### config.mk
export PLATFORM = sky130hd
export DESIGN_NAME = serial_port
export DESIGN_NICKNAME = d
export VERILOG_FILES = /design/src/rtl/serial_port_pkg.sv /design/src/rtl/sp_tx.sv /design/src/rtl/sp_rx.sv /design/src/rtl/serial_port.sv
export SDC_FILE = /design/constraint.sdc
export NUM_CORES = 1
export LEC_CHECK = 0
export BUFFER_PORTS_ARGS = -buffer_cell sky130_fd_sc_hd__buf_2
export CORE_MARGIN = 2
export CORE_UTILIZATION = 59
export CTS_CLUSTER_DIAMETER = 50
export CTS_CLUSTER_SIZE = 12
export DETAILED_ROUTE_END_ITERATION = 8
export MAX_ROUTING_LAYER = met4
export PLACE_DENSITY = 0.8
export SYNTH_ARGS = -nofsm -noshare
export SYNTH_HDL_FRONTEND = slang
export SYNTH_SLANG_ARGS = --single-unit
### constraint.sdc
create_clock -name clk -period 3.5 [get_ports clk]
set_input_delay 0.35 -clock clk [delete_from_list [all_inputs] [get_ports clk]]
set_output_delay 0.35 -clock clk [all_outputs]
set_load 0.02 [all_outputs]
### src/rtl/serial_port_pkg.sv
package serial_port_pkg;

    // register selects, taken from byte address bits 4:2
    typedef enum logic [2:0] {
        SEL_RXD  = 3'd0,
        SEL_TXD  = 3'd1,
        SEL_STAT = 3'd2,
        SEL_CTRL = 3'd3,
        SEL_DIV  = 3'd4,
        SEL_EOP  = 3'd5,
        SEL_RSV6 = 3'd6,
        SEL_RSV7 = 3'd7
    } reg_sel_e;

    localparam int FLAG_W = 13;

    // status / control bit positions (enable bit i gates status bit i)
    localparam int B_PAR   = 0;
    localparam int B_FRM   = 1;
    localparam int B_BRK   = 2;
    localparam int B_ROVR  = 3;
    localparam int B_TOVR  = 4;
    localparam int B_IDLE  = 5;
    localparam int B_TRDY  = 6;
    localparam int B_RRDY  = 7;
    localparam int B_EXC   = 8;
    localparam int B_FBRK  = 9;
    localparam int B_CTSCH = 10;
    localparam int B_CTS   = 11;
    localparam int B_PKT   = 12;

    localparam logic [FLAG_W-1:0] IRQ_MASK = 13'h15FF;

    typedef enum logic [1:0] {
        TX_IDLE,
        TX_START,
        TX_DATA,
        TX_STOP
    } tx_state_e;

    typedef enum logic [2:0] {
        RX_IDLE,
        RX_START,
        RX_DATA,
        RX_STOP,
        RX_HOLD
    } rx_state_e;

endpackage

### src/rtl/sp_tx.sv
module sp_tx
    import serial_port_pkg::*;
#(
    parameter int DIV_W  = 16,
    parameter int DATA_W = 8
) (
    input  logic              clk,
    input  logic              rst_n,
    input  logic              load,
    input  logic [DATA_W-1:0] load_data,
    input  logic [DIV_W-1:0]  divisor,
    output logic              line,
    output logic              ready,
    output logic              idle
);

    localparam int BIT_W = $clog2(DATA_W);
    localparam logic [BIT_W-1:0] LAST_BIT = BIT_W'(DATA_W - 1);

    tx_state_e          state, nxt;
    logic [DATA_W-1:0]  hold, shreg;
    logic               hold_v;
    logic [DIV_W-1:0]   cnt;
    logic [BIT_W-1:0]   bitn;
    logic               tick;

    assign tick = ({1'b0, cnt} + 1'b1) >= {1'b0, divisor};

    always_ff @(posedge clk or negedge rst_n) begin
        if (!rst_n) state <= TX_IDLE;
        else        state <= nxt;
    end

    always_comb begin
        nxt = state;
        unique case (state)
            TX_IDLE:  if (hold_v) nxt = TX_START;
            TX_START: if (tick) nxt = TX_DATA;
            TX_DATA:  if (tick && bitn == LAST_BIT) nxt = TX_STOP;
            TX_STOP:  if (tick) nxt = TX_IDLE;
            default:  nxt = TX_IDLE;
        endcase
    end

    always_ff @(posedge clk or negedge rst_n) begin
        if (!rst_n) begin
            hold   <= '0;
            hold_v <= 1'b0;
            shreg  <= '0;
            cnt    <= '0;
            bitn   <= '0;
        end else begin
            if (load) begin
                hold   <= load_data;
                hold_v <= 1'b1;
            end
            if (state == TX_IDLE) begin
                cnt  <= '0;
                bitn <= '0;
                if (hold_v) begin
                    shreg  <= hold;
                    hold_v <= 1'b0;
                end
            end else if (tick) begin
                cnt <= '0;
                if (state == TX_DATA) begin
                    shreg <= {1'b0, shreg[DATA_W-1:1]};
                    bitn  <= bitn + 1'b1;
                end
            end else begin
                cnt <= cnt + 1'b1;
            end
        end
    end

    always_comb begin
        unique case (state)
            TX_START: line = 1'b0;
            TX_DATA:  line = shreg[0];
            default:  line = 1'b1;
        endcase
        ready = !hold_v;
        idle  = (state == TX_IDLE);
    end

endmodule

### src/rtl/sp_rx.sv
module sp_rx
    import serial_port_pkg::*;
#(
    parameter int DIV_W  = 16,
    parameter int DATA_W = 8
) (
    input  logic              clk,
    input  logic              rst_n,
    input  logic              rxd,
    input  logic [DIV_W-1:0]  divisor,
    output logic              done,
    output logic [DATA_W-1:0] data,
    output logic              frame_err,
    output logic              brk
);

    localparam int BIT_W = $clog2(DATA_W);
    localparam logic [BIT_W-1:0] LAST_BIT = BIT_W'(DATA_W - 1);

    rx_state_e          state, nxt;
    logic               s1, s2;
    logic [DIV_W-1:0]   cnt;
    logic [BIT_W-1:0]   bitn;
    logic [DATA_W-1:0]  shreg;
    logic               tick_full, tick_half;

    assign tick_full = ({1'b0, cnt} + 1'b1) >= {1'b0, divisor};
    assign tick_half = ({1'b0, cnt} + 1'b1) >= {2'b0, divisor[DIV_W-1:1]};

    always_ff @(posedge clk or negedge rst_n) begin
        if (!rst_n) begin
            s1 <= 1'b1;
            s2 <= 1'b1;
        end else begin
            s1 <= rxd;
            s2 <= s1;
        end
    end

    always_ff @(posedge clk or negedge rst_n) begin
        if (!rst_n) state <= RX_IDLE;
        else        state <= nxt;
    end

    always_comb begin
        nxt = state;
        unique case (state)
            RX_IDLE:  if (!s2) nxt = RX_START;
            RX_START: if (tick_half) nxt = s2 ? RX_IDLE : RX_DATA;
            RX_DATA:  if (tick_full && bitn == LAST_BIT) nxt = RX_STOP;
            RX_STOP:  if (tick_full) nxt = s2 ? RX_IDLE : RX_HOLD;
            RX_HOLD:  if (s2) nxt = RX_IDLE;
            default:  nxt = RX_IDLE;
        endcase
    end

    always_ff @(posedge clk or negedge rst_n) begin
        if (!rst_n) begin
            cnt   <= '0;
            bitn  <= '0;
            shreg <= '0;
        end else begin
            if (state != nxt) cnt <= '0;
            else if ((state == RX_START && tick_half) ||
                     (state != RX_START && tick_full)) cnt <= '0;
            else cnt <= cnt + 1'b1;

            if (state == RX_START) bitn <= '0;
            if (state == RX_DATA && tick_full) begin
                shreg <= {s2, shreg[DATA_W-1:1]};
                bitn  <= bitn + 1'b1;
            end
        end
    end

    always_comb begin
        done      = (state == RX_STOP) && tick_full;
        data      = shreg;
        frame_err = !s2;
        brk       = !s2 && (shreg == '0);
    end

endmodule

### src/rtl/serial_port.sv
module serial_port
    import serial_port_pkg::*;
#(
    parameter int DIV_W     = 16,
    parameter int DIV_RESET = 16
) (
    input  logic        clk,
    input  logic        rst_n,
    input  logic        bus_wr,
    input  logic        bus_rd,
    input  logic [4:0]  bus_addr,
    input  logic [31:0] bus_wdata,
    output logic [31:0] bus_rdata,
    input  logic        rxd,
    output logic        txd,
    input  logic        cts_in,
    output logic        rts_out,
    output logic        irq
);

    localparam int DATA_W = 8;

    reg_sel_e           sel;
    logic               wr_tx, wr_stat, wr_ctrl, wr_div, rd_rx;
    logic [FLAG_W-1:0]  ctrl_q, status_w;
    logic [DIV_W-1:0]   div_q;
    logic [DATA_W-1:0]  rx_q;
    logic               frm_q, brk_q, rovr_q, tovr_q, ctsch_q, rrdy_q;
    logic               c1, c2, c3, cts_edge;
    logic               tx_line, tx_ready, tx_idle;
    logic               rx_done, rx_ferr, rx_brk;
    logic [DATA_W-1:0]  rx_byte;
    logic [31:DIV_W]    unused_wdata;
    logic [1:0]         unused_addr;

    assign unused_wdata = bus_wdata[31:DIV_W];
    assign unused_addr  = bus_addr[1:0];

    assign sel     = reg_sel_e'(bus_addr[4:2]);
    assign wr_tx   = bus_wr && sel == SEL_TXD;
    assign wr_stat = bus_wr && sel == SEL_STAT;
    assign wr_ctrl = bus_wr && sel == SEL_CTRL;
    assign wr_div  = bus_wr && sel == SEL_DIV;
    assign rd_rx   = bus_rd && sel == SEL_RXD;

    sp_tx #(.DIV_W(DIV_W), .DATA_W(DATA_W)) u_tx (
        .clk       (clk),
        .rst_n     (rst_n),
        .load      (wr_tx && tx_ready),
        .load_data (bus_wdata[DATA_W-1:0]),
        .divisor   (div_q),
        .line      (tx_line),
        .ready     (tx_ready),
        .idle      (tx_idle)
    );

    sp_rx #(.DIV_W(DIV_W), .DATA_W(DATA_W)) u_rx (
        .clk       (clk),
        .rst_n     (rst_n),
        .rxd       (rxd),
        .divisor   (div_q),
        .done      (rx_done),
        .data      (rx_byte),
        .frame_err (rx_ferr),
        .brk       (rx_brk)
    );

    assign cts_edge = c2 ^ c3;

    always_ff @(posedge clk or negedge rst_n) begin
        if (!rst_n) begin
            ctrl_q  <= '0;
            div_q   <= DIV_W'(DIV_RESET);
            rx_q    <= '0;
            frm_q   <= 1'b0;
            brk_q   <= 1'b0;
            rovr_q  <= 1'b0;
            tovr_q  <= 1'b0;
            ctsch_q <= 1'b0;
            rrdy_q  <= 1'b0;
            c1      <= 1'b0;
            c2      <= 1'b0;
            c3      <= 1'b0;
        end else begin
            c1 <= cts_in;
            c2 <= c1;
            c3 <= c2;
            if (wr_ctrl) ctrl_q <= bus_wdata[FLAG_W-1:0];
            if (wr_div)  div_q  <= bus_wdata[DIV_W-1:0];
            // clear first so that a same-cycle event wins
            if (wr_stat) begin
                frm_q   <= 1'b0;
                brk_q   <= 1'b0;
                rovr_q  <= 1'b0;
                tovr_q  <= 1'b0;
                ctsch_q <= 1'b0;
            end
            if (wr_tx && !tx_ready) tovr_q <= 1'b1;
            if (cts_edge) ctsch_q <= 1'b1;
            if (rx_done) begin
                if (rx_brk) begin
                    brk_q <= 1'b1;
                end else begin
                    rx_q   <= rx_byte;
                    rrdy_q <= 1'b1;
                    if (rrdy_q && !rd_rx) rovr_q <= 1'b1;
                    if (rx_ferr) frm_q <= 1'b1;
                end
            end
            if (rd_rx && !(rx_done && !rx_brk)) rrdy_q <= 1'b0;
        end
    end

    always_comb begin
        status_w          = '0;
        status_w[B_PAR]   = 1'b0;
        status_w[B_FRM]   = frm_q;
        status_w[B_BRK]   = brk_q;
        status_w[B_ROVR]  = rovr_q;
        status_w[B_TOVR]  = tovr_q;
        status_w[B_IDLE]  = tx_idle;
        status_w[B_TRDY]  = tx_ready;
        status_w[B_RRDY]  = rrdy_q;
        status_w[B_EXC]   = frm_q | brk_q | rovr_q | tovr_q;
        status_w[B_CTSCH] = ctsch_q;
        status_w[B_CTS]   = c2;
        status_w[B_PKT]   = 1'b0;
    end

    always_comb begin
        unique case (sel)
            SEL_RXD:  bus_rdata = {{(32-DATA_W){1'b0}}, rx_q};
            SEL_STAT: bus_rdata = {{(32-FLAG_W){1'b0}}, status_w};
            SEL_CTRL: bus_rdata = {{(32-FLAG_W){1'b0}}, ctrl_q};
            SEL_DIV:  bus_rdata = {{(32-DIV_W){1'b0}}, div_q};
            default:  bus_rdata = '0;
        endcase
    end

    assign txd     = ctrl_q[B_FBRK] ? 1'b0 : tx_line;
    assign rts_out = ctrl_q[B_CTS];
    assign irq     = |(status_w & ctrl_q & IRQ_MASK);

endmodule

Yosys cells after proc, flatten, opt, wreduce, memory -nomap -nowiden
Index checks and enable logic that the tools add are counted.
{"block": "op_classes", "bitwise_logic": 6, "order_cmp": 3, "reduce_logical": 39, "eq_ne": 20, "add_sub_neg": 6, "n_mux": 49}
{"operator": "$mux W16", "n": 4}
{"operator": "$pmux W16 S4", "n": 1}
{"operator": "$add A16 B1 Y17 const B", "n": 2}
{"operator": "$ge A17 B16 Y1", "n": 2}
{"operator": "$mux W3", "n": 11}
{"operator": "$add A16 B1 Y16 const B", "n": 2}
{"operator": "$mux W8", "n": 4}
{"operator": "$mux W1", "n": 21}
{"operator": "$ge A17 B15 Y1", "n": 1}
{"operator": "$logic_and A1 B1 Y1", "n": 17}
{"operator": "$pmux W3 S5", "n": 1}
{"operator": "$and A12 B13 Y13", "n": 1}
{"operator": "$eq A3 B2 Y1 const B", "n": 4}
{"operator": "$eq A3 B3 Y1 const B", "n": 4}
{"operator": "$reduce_bool A2 Y1", "n": 6}
{"operator": "$reduce_or A11 Y1", "n": 1}
{"operator": "$mux W2", "n": 5}
{"operator": "$ne A2 B1 Y1 const B", "n": 5}
{"operator": "$logic_not A8 Y1", "n": 1}
{"operator": "$pmux W2 S4", "n": 1}
{"operator": "$add A3 B1 Y3 const B", "n": 2}
{"operator": "$eq A3 B1 Y1 const B", "n": 2}
{"operator": "$logic_not A3 Y1", "n": 2}
{"operator": "$reduce_and A2 Y1", "n": 3}
{"operator": "13 further kinds", "n": 20}
{"block": "totals", "ff_bits": 116, "out_inout_bits": 35, "elab_cells": 147, "inputBits": 43}

Longest topological paths before layout
Gate-level depths: netlist of the first run.
{"block": "logic_depth", "ltp_word": 8, "mapped_depth": 14, "depth_no_buf": 13}

Cells and area by module
A second synthesis of the first run with hierarchy kept.
{"block": "unflattened", "hier_cells": 696, "area_unflattened_um2": 7278.2}
{"module": "sp_rx", "cells_each": 250, "seq_area_each_um2": 803.3, "instances": 1, "area_per_inst_um2": 2562.5}
{"module": "sp_tx", "cells_each": 239, "seq_area_each_um2": 950.9, "instances": 1, "area_per_inst_um2": 2361.0}
{"module": "serial_port", "cells_each": 207, "seq_area_each_um2": 1152.4, "instances": 1, "area_per_inst_um2": 2354.8}

Least setup slack after synthesis of the first run
No wires, ideal clock.
{"block": "synth_path", "kind": "register to register", "from": "register u_rx.cnt[0]", "to": "register rx_q[0]", "setup_time_ns": 0.125, "synth_period_minus_slack_ns": 2.946, "arrival_time_ns": 2.821, "n_path_buf": 2, "setup_slack_ns": 0.554, "t_required_ns": 3.375, "stages_incl_launch_ff": 14, "path_cell_list": "dfrtp_1 -> ha_1 -> and3_4 -> buf_6 -> nand3_1 -> xnor2_1 -> ha_1 -> a21oi_1 -> nand2b_1 -> o311ai_1 -> nand3_2 -> and3b_1 -> buf_6 -> mux2_4"}
{"block": "synth_between", "elab_chain_len": 4}
{"element": "start: declaration", "line_no": "sp_rx.sv:22", "rtl": "logic [DIV_W-1:0] cnt;"}
{"element": "start signal: assignment", "line_no": "sp_rx.sv:66", "rtl": "else cnt <= cnt + 1'b1;"}
{"element": "$add A16 B1 Y17", "line_no": "sp_rx.sv:27", "rtl": "assign tick_full = ({1'b0, cnt} + 1'b1) >= {1'b0, divisor};"}
{"element": "$ge A17 B16 Y1", "line_no": "sp_rx.sv:27"}
{"element": "$logic_and A1 B1 Y1", "line_no": "sp_rx.sv:77", "rtl": "done = (state == RX_STOP) && tick_full;"}
{"element": "$reduce_and A2 Y1 (no source line)"}
{"element": "end signal: assignment", "line_no": "serial_port.sv:104", "rtl": "rx_q <= rx_byte;"}
{"element": "end: declaration", "line_no": "serial_port.sv:27", "rtl": "logic [DATA_W-1:0] rx_q;"}
No other way between the ends.
A chain may end at the register's enable or synchronous reset.

Worst setup path after layout of the first run
{"block": "layout_path", "from": "register u_rx.cnt[1]", "to": "register rx_q[2]"}
Same word-level chain as after synthesis.

==> summary.md, run 1 <==
| Metric | Value |
|---|---|
| Row count | 39 |
| Combinational fraction of design power | 28.4% |
| Setup repair after global routing missed its margin | false |
| Most used standard cell by instance count after synthesis | sky130_fd_sc_hd__dfrtp_1 |
| Pin count of the biggest net entering global routing | 78 |
| WP buf/inv | 0 |
| Cell types occupying the most area after synthesis | sky130_fd_sc_hd__dfrtp_1 41%, sky130_fd_sc_hd__ha_1 10%, sky130_fd_sc_hd__mux2_2 4.9%, sky130_fd_sc_hd__nand2_1 3.2%, sky130_fd_sc_hd__mux2i_1 2.9% |
| Internal power component | 0.00327 W |
| Fmax | around 0.3 GHz |
| Most repeated library cell on the critical path | sky130_fd_sc_hd__ha_1 |
| VDD IR max | about 0.00047 V |
| Number of synthesized register bits | around 120 |
| Biggest area consumer among synthesized cells | sky130_fd_sc_hd__dfrtp_1 |
| Final core utilization | roughly 69% |
| Largest driver fanout on the critical path | 10 |
| DIE HEIGHT | roughly 110 um |
| Number of hold violations in the final report | 0 |
| Multi-input combinational cell area | 3670 um^2 |
| Cell Pwr Density | 630 nW/um^2 |
| Required time worst endpoint | between 3 and 4 ns |
| Max-Slew Margin vs Limit | 36.5% |
| Clock tree from TritonCTS | yes |
| Tightest Pin Transition | approximately 0.95 ns |
| Share of final-layout standard cells stronger than drive strength 1 | 20.0% |
| Worst Path Class, Setup | flop to flop |
| Post-synth cell types | 65 |
| Max Buffers Root-to-Sink | 2 |
| Prevailing post-synth register cell | sky130_fd_sc_hd__dfrtp_1 |
| Yosys warns | 0 |
| Final setup vio count | 0 |
| Biggest cell delay along the critical path | 0.50 ns |
| Sequential share of power | around 37% |
| Number of violations reported at the end of detailed-routing iteration 0 | between 300 and 400 |
| TritonCTS Buffers | 17 |
| Hold/Removal Path Class | input pin to flop |
| Worst min-delay path startpoint | rxd |
| Final period util | 94.5% |
| Worst setup path start | u_rx.cnt[1] |
| Total number of nets in the final design | between 800 and 900 |
| Number of hold buffers added after cts | 0 |
| Overflow left after global routing | 0 |
| Clock transition at path regs | roughly 0.050 ns |
| Number of antenna violations at the first check in global routing | 0 |
| Remaining antenna violation count after routing | 0 |
| Layout fillers | 848 |
| Vias in the first global route | between 5000 and 6000 |
| Iteration count of the initial detailed-routing pass | 5 |
| Leakage | between 3 and 4 nW |
| Sequential element share of the synthesized area | between 40% and 50% |
| Netlist area before placement | ~6900 um^2 |
| Maximum clock skew at final layout | 0.00877 ns |
| Max-slew violations | 0 |
| Average size of a mapped cell | ~10 um^2 |
| Area fraction of the dominant cell type after synthesis | ~41% |
| FF/Latch Area | 2910 um^2 |
| Clock net sink count | roughly 120 |
| Fraction of power spent switching nets | 33.8% |
| Core region area | between 10000 and 15000 um^2 |
| Wire length per cell | between 15 and 20 um |
| Data arrival time of the critical path | about 3.6 ns |
| Vias | about 5300 |
| Crit-path slowest cell | sky130_fd_sc_hd__a2111oi_0 |
| P_sw | approximately 0.0017 W |
| Setup_tns | 0 ns |
| Number of placed I/O pins | a little under 80 |
| Max-cap viol count | 0 |
| Overall track demand over capacity in global routing | about 28% |
| Ordered list of cells on the worst path | ha_1 > and3_4 > nand2_1 > xnor2_1 > ha_1 > nand4_1 > a2111oi_0 > o311ai_2 > nand3_2 > and3b_2 > mux2_4 |
| Die width | between 100 and 150 um |
| Source-to-sink clock delay at the later pin of the worst-skew pair | 0.41 ns |
| Family of cells with the greatest summed delay on the critical path | simple AND/OR/NAND/NOR gates |
| Via count normalized by instance count | ~5.9 |
| First-pass GRT wire length | 26500 um |
| Layout overhead on the synthesized area | 14.1% |
| Critical R2R Launch | u_rx.cnt[1] |
| H-tree lvl count | 4 |
| Die Area | 12500 um^2 |
| Clock network fraction of design power | 34.5% |
| Number of synthesized flops with an enable pin | 0 |
| Proportion of synthesized flip-flops having asynchronous set or reset | 100% |
| Initial Util | between 60% and 70% |
| DRC violations left | 0 |
| Setup bufs post-CTS | 0 |
| Count of inserted antenna diode cells | 0 |
| Shortest period the worst path allows | ~3.3 ns |
| Ranking of synthesized cells by instance count | 113 x sky130_fd_sc_hd__dfrtp_1, 59 x sky130_fd_sc_hd__nand2_1, 57 x sky130_fd_sc_hd__ha_1, 41 x sky130_fd_sc_hd__nor2_1, 40 x sky130_fd_sc_hd__o21ai_0 |
| IO Port Bufs | 43 |
| GP Congestion | a little under 1 |
| HPWL Detailed | between 10000 and 15000 um |
| Number of instances in the synthesized netlist | roughly 670 |
| Outcome | finished clean |
| Total length of routed wires | approximately 16000 um |
| Sort of element at the end of the critical path | flop |
| Element type at the critical path start | flop |
| Buffer type at the clock tree root | sky130_fd_sc_hd__clkbuf_16 |
==> metrics by stage <==
| step | instances | total power (W) | area, um^2 | hold WS (ns) | setup slack [ns] |
|---|---|---|---|---|---|
| final | 887 | 0.00493 | 7830 | 0.0389 | 0.192 |
| after global routing | 887 | 0.00523 | 7830 | 0.0195 | 0.00250 |
| after floorplan | 687 | 0.00279 | 6910 | 0.0544 | 0.554 |
| after global placement | 856 | 0.00310 | 7230 | 0.336 | 0.165 |
| after CTS | 887 | 0.00493 | 7820 | 0.0208 | 0.0800 |
| after detailed placement | 856 | 0.00321 | 7230 | 0.353 | 0.114 |
==> cells by family after synthesis <==
| kind of cell | share of synthesized area [%] |
|---|---|
| compound gates | 13.1 |
| xor+xnor | 3.83 |
| fa+ha+maj | 10.4 |
| buf+inv | 5.00 |
| flops | 42.4 |
| mux | 9.60 |
| other cells | 0.0547 |
| simple gates | 15.6 |
==> worst reg2reg max path, stage by stage (launching register included) <==
cell and delay (ns):
sky130_fd_sc_hd__dfrtp_1 0.41, sky130_fd_sc_hd__ha_1 0.26, sky130_fd_sc_hd__and3_4 0.26, sky130_fd_sc_hd__nand2_1 0.08, sky130_fd_sc_hd__xnor2_1 0.16, sky130_fd_sc_hd__ha_1 0.30
sky130_fd_sc_hd__nand4_1 0.12, sky130_fd_sc_hd__a2111oi_0 0.50, sky130_fd_sc_hd__o311ai_2 0.20, sky130_fd_sc_hd__nand3_2 0.17, sky130_fd_sc_hd__and3b_2 0.40, sky130_fd_sc_hd__mux2_4 0.34
==> worst paths after layout <==
kind / endpoint / slack, ns / cells past startpoint
setup / recovery: rx_q[2] / 0.19 / 11
hold / removal: u_rx.s1 / 0.04 / 1
setup reg to reg: rx_q[2] / 0.19 / 11
hold reg to reg: u_rx.s2 / 0.36 / 0
max in group asynchronous: u_rx.cnt[10] / 2.57 / 2
min in group asynchronous: u_tx.hold[4] / 0.08 / 1
==> layout make-up <==
| cell class | instances | area share [%] |
|---|---|---|
| multi-input combinational | 503 | 46.9 |
| clock inverter | 8 | 1.28 |
| sequential | 116 | 37.1 |
| inverter | 32 | 1.53 |
| tap | 143 | 2.29 |
| timing repair buffer | 62 | 4.60 |
| clock buffer | 23 | 6.23 |
==> repair_timing <==
action,4_1_cts,5_1_grt
setup endpoints to repair,0,8
gates resized for setup,0,2
hold endpoints to repair,0,0
==> registers in the layout (all words and copies together) (netlist names), 2 cells and up <==
register    cells
u_tx.cnt       16
u_tx.shreg      8
u_rx.state      3
div_q          16
ctrl_q         13
u_tx.hold       8
u_tx.state      2
u_tx.bitn       3
u_rx.data       8
u_rx.cnt       16
u_rx.bitn       3
rx_q            8
==> placed cells by master (no fill, tap or decap), drive strengths merged, types with 8 or more instances in the layout <==
| master | n |
|---|---|
| a211oi | 10 |
| mux2i | 20 |
| ha | 57 |
| and2 | 17 |
| nor2 | 41 |
| mux2 | 38 |
| nand3 | 19 |
| clkbuf | 23 |
| xnor2 | 21 |
| o21ai | 40 |
| conb | 16 |
| dfrtp | 113 |
| a21boi | 9 |
| xor2 | 9 |
| nor2b | 23 |
| buf | 62 |
| a21oi | 34 |
| inv | 30 |
| and3 | 8 |
| nand4 | 16 |
| nand2 | 59 |
==> routing by layer <==
| layer | part of all wire [%] | global-route usage [%] |
|---|---|---|
| met1 | 43 | 34.6 |
| met2 | 49 | 44.0 |
| met3 | 4.9 | 5.17 |
| met4 | 2.7 | 12.2 |
| met5 | 0 | - |
==> power groups by stage <==
stage / Sequential [W] / Clock (W) / Combinational [W]
global placement: 0.00182 / 0 / 0.00128
finish: 0.00183 / 0.00170 / 0.00140
global route: 0.00186 / 0.00178 / 0.00159
detailed placement: 0.00184 / 0 / 0.00137
floorplan: 0.00175 / 0 / 0.00104
CTS: 0.00182 / 0.00172 / 0.00139
Power figures use the tool's default switching activity.
==> run 2, diff against run 1 <==
--- a/config.mk
+++ b/config.mk
@@ -7,12 +7,11 @@
 export LEC_CHECK = 0
 export BUFFER_PORTS_ARGS = -buffer_cell sky130_fd_sc_hd__buf_2
 export CORE_MARGIN = 2
-export CORE_UTILIZATION = 59
+export CORE_UTILIZATION = 50
 export CTS_CLUSTER_DIAMETER = 50
-export CTS_CLUSTER_SIZE = 12
 export DETAILED_ROUTE_END_ITERATION = 8
 export MAX_ROUTING_LAYER = met4
-export PLACE_DENSITY = 0.8
+export PLACE_DENSITY = 0.7
 export SYNTH_ARGS = -nofsm -noshare
 export SYNTH_HDL_FRONTEND = slang
 export SYNTH_SLANG_ARGS = --single-unit
==> run 2 against run 1 <==
  * Wire length grew 1.7%
  * Sequential share of layout area shrank 0.31 points
  * Worst setup slack gained 0.026 ns
  * Clock power grew 8%
  * Combinational power is essentially flat
  * Sequential power is essentially flat
==> summary.md, run 2 (synthesized netlist as in run 1, its figures left out) <==
| Metric | Value |
|---|---|
| Outcome | finished clean |
| Pin count of the biggest net entering global routing | 84 |
| Sort of element at the end of the critical path | flop |
| Layout fillers | approximately 1100 |
| GP Congestion | about 0.90 |
| Biggest regs | div_q (16), u_rx.cnt (16), u_tx.cnt (16) |
| Worst Path Class, Setup | flop to flop |
| Share of final-layout standard cells stronger than drive strength 1 | 19.9% |
| First-pass GRT wire length | 26600 um |
| Max-Slew Margin vs Limit | 27.9% |
| Most common cell after layout, fill and taps aside | sky130_fd_sc_hd__dfrtp_1 |
| Number of placed I/O pins | 78 |
| Number of violations reported at the end of detailed-routing iteration 0 | around 350 |
| Worst setup path start | u_tx.cnt[0] |
| Max-slew violations | 0 |
| Total power consumption of the routed design | 0.00507 W |
| Clock net sink count | approximately 120 |
| Fmax | approximately 0.30 GHz |
| IO Port Bufs | 43 |
| Via count normalized by instance count | roughly 5.7 |
| Count of inserted antenna diode cells | 0 |
| HPWL Detailed | approximately 12000 um |
| Die width | approximately 120 um |
| DIE HEIGHT | about 120 um |
| Setup_tns | 0 ns |
| Buffer type at the clock tree root | sky130_fd_sc_hd__clkbuf_16 |
| H-tree lvl count | 4 |
| Initial Util | between 50% and 60% |
| TritonCTS Buffers | 17 |
| Source-to-sink clock delay at the later pin of the worst-skew pair | between 0.4 and 0.5 ns |
| Leakage | between 3 and 4 nW |
| Family of cells with the greatest summed delay on the critical path | simple AND/OR/NAND/NOR gates |
| Most repeated library cell on the critical path | sky130_fd_sc_hd__ha_1 |
| Die Area | between 10000 and 15000 um^2 |
| Data arrival time of the critical path | about 3.6 ns |
| Total length of routed wires | roughly 16000 um |
| Number of hold buffers added after cts | 0 |
| Remaining antenna violation count after routing | 0 |
| Vias | between 5000 and 6000 |
| Crit-path slowest cell | sky130_fd_sc_hd__dfrtp_1 |
| Multi-input combinational cell area | 3670 um^2 |
| Largest driver fanout on the critical path | 16 |
| Wire length per cell | 17.6 um |
| Overflow left after global routing | 0 |
| Final setup vio count | 0 |
| Core region area | around 13000 um^2 |
| Clock transition at path regs | ~0.060 ns |
| Clock tree from TritonCTS | yes |
| Critical R2R Launch | u_tx.cnt[0] |
| Total number of nets in the final design | between 800 and 900 |
| WHS | just under 0.03 ns |
| Ordered list of cells on the worst path | ha_1 > nand4_1 > nor2_1 > and4_1 > xor2_1 > ha_1 > a21o_1 > a21oi_1 > o41ai_2 > a221o_2 > nand2b_2 > nor2b_1 |
| DRC violations left | 0 |
| Biggest cell delay along the critical path | between 0.4 and 0.5 ns |
| Element type at the critical path start | flop |
| Number of hold violations in the final report | 0 |
| Maximum clock skew at final layout | about 0.0076 ns |
| Overall track demand over capacity in global routing | 24.3% |
| Layout overhead on the synthesized area | 15.1% |
| Shortest period the worst path allows | 3.28 ns |
| Required time worst endpoint | around 3.8 ns |
| Leading cell types in the layout, fill and taps excluded | 113 x sky130_fd_sc_hd__dfrtp_1, 59 x sky130_fd_sc_hd__nand2_1, 57 x sky130_fd_sc_hd__ha_1, 42 x sky130_fd_sc_hd__buf_2, 41 x sky130_fd_sc_hd__nor2_1 |
| VDD IR max | ~0.0004 V |
| Hold/Removal Path Class | input pin to flop |
| FF/Latch Area | a little under 3000 um^2 |
| Iteration count of the initial detailed-routing pass | 5 |
| Final period util | between 90% and 100% |
| Row count | 42 |
| Max Buffers Root-to-Sink | 2 |
| Tightest Pin Transition | between 1 and 1.5 ns |
| Number of antenna violations at the first check in global routing | 0 |
| Max-cap viol count | 0 |
| Cell Pwr Density | about 640 nW/um^2 |
| Vias in the first global route | 5282 |
| WP buf/inv | 0 |
| Worst min-delay path startpoint | rxd |
run 2: cell type report:
class / instances / share of cell area, %
Clock buffer: 20 / 5.66
Clock inverter: 12 / 2.27
Inverter: 32 / 1.52
Multi-Input combinational cell: 503 / 46.6
Sequential cell: 116 / 36.8
Tap cell: 176 / 2.79
Timing Repair Buffer: 60 / 4.38
run 2: path summary, 6_finish.rpt:
path	to	slack [ns]	depth (start not counted)
setup / recovery	u_tx.cnt[6]	0.22	12
hold / removal	u_rx.s1	0.03	1
setup reg to reg	u_tx.cnt[6]	0.22	12
hold reg to reg	c2	0.35	0
max in group asynchronous	div_q[9]	2.46	2
min in group asynchronous	u_tx.shreg[6]	0.11	1
run 2: where the power goes:
group / switching [W] / total, W / internal (W)
clock network: 0.000628 / 0.00184 / 0.00121
registers: 0.000238 / 0.00183 / 0.00159
logic: 0.000841 / 0.00140 / 0.000564
total: 0.00171 / 0.00507 / 0.00336
run 2: through the flow:
| stage | instances | utilization (%) | area, um^2 | setup slack, ns |
|---|---|---|---|---|
| floorplan | 687 | - | 6910 | 0.554 |
| global placement | 886 | 54.5 | 7250 | 0.278 |
| detailed placement | 886 | 54.5 | 7250 | 0.119 |
| CTS | 918 | 59.2 | 7880 | 0.0834 |
| global route | 919 | 59.4 | 7890 | -0.00501 |
| finish | 919 | 59.4 | 7890 | 0.218 |
run 2: what timing repair did:
item	4_1_cts	5_1_grt
endpoints found under the hold margin	0	0
gates resized for setup	0	3
setup endpoints to repair	0	25
buffers inserted	0	1
run 2: worst register-to-register path, delay by kind of cell, from the launching register on:
kind | cells | cell delay (ns)
fa+ha+maj | 2 | 0.54
simple gates | 5 | 1.15
flops | 1 | 0.43
xor+xnor | 1 | 0.22
compound gates | 4 | 0.88
run 2: metal layers:
| metal | track usage (%) | vias up | routed length (um) | share of wire, % |
|---|---|---|---|---|
| li1 | - | 2487 | - | - |
| met5 | - | - | 0 | 0 |
| met3 | 5.59 | 23 | 782 | 4.8 |
| met2 | 38.6 | 131 | 7870 | 49 |
| met1 | 30.4 | 2575 | 7240 | 45 |
| met4 | 9.08 | 0 | 279 | 1.7 |
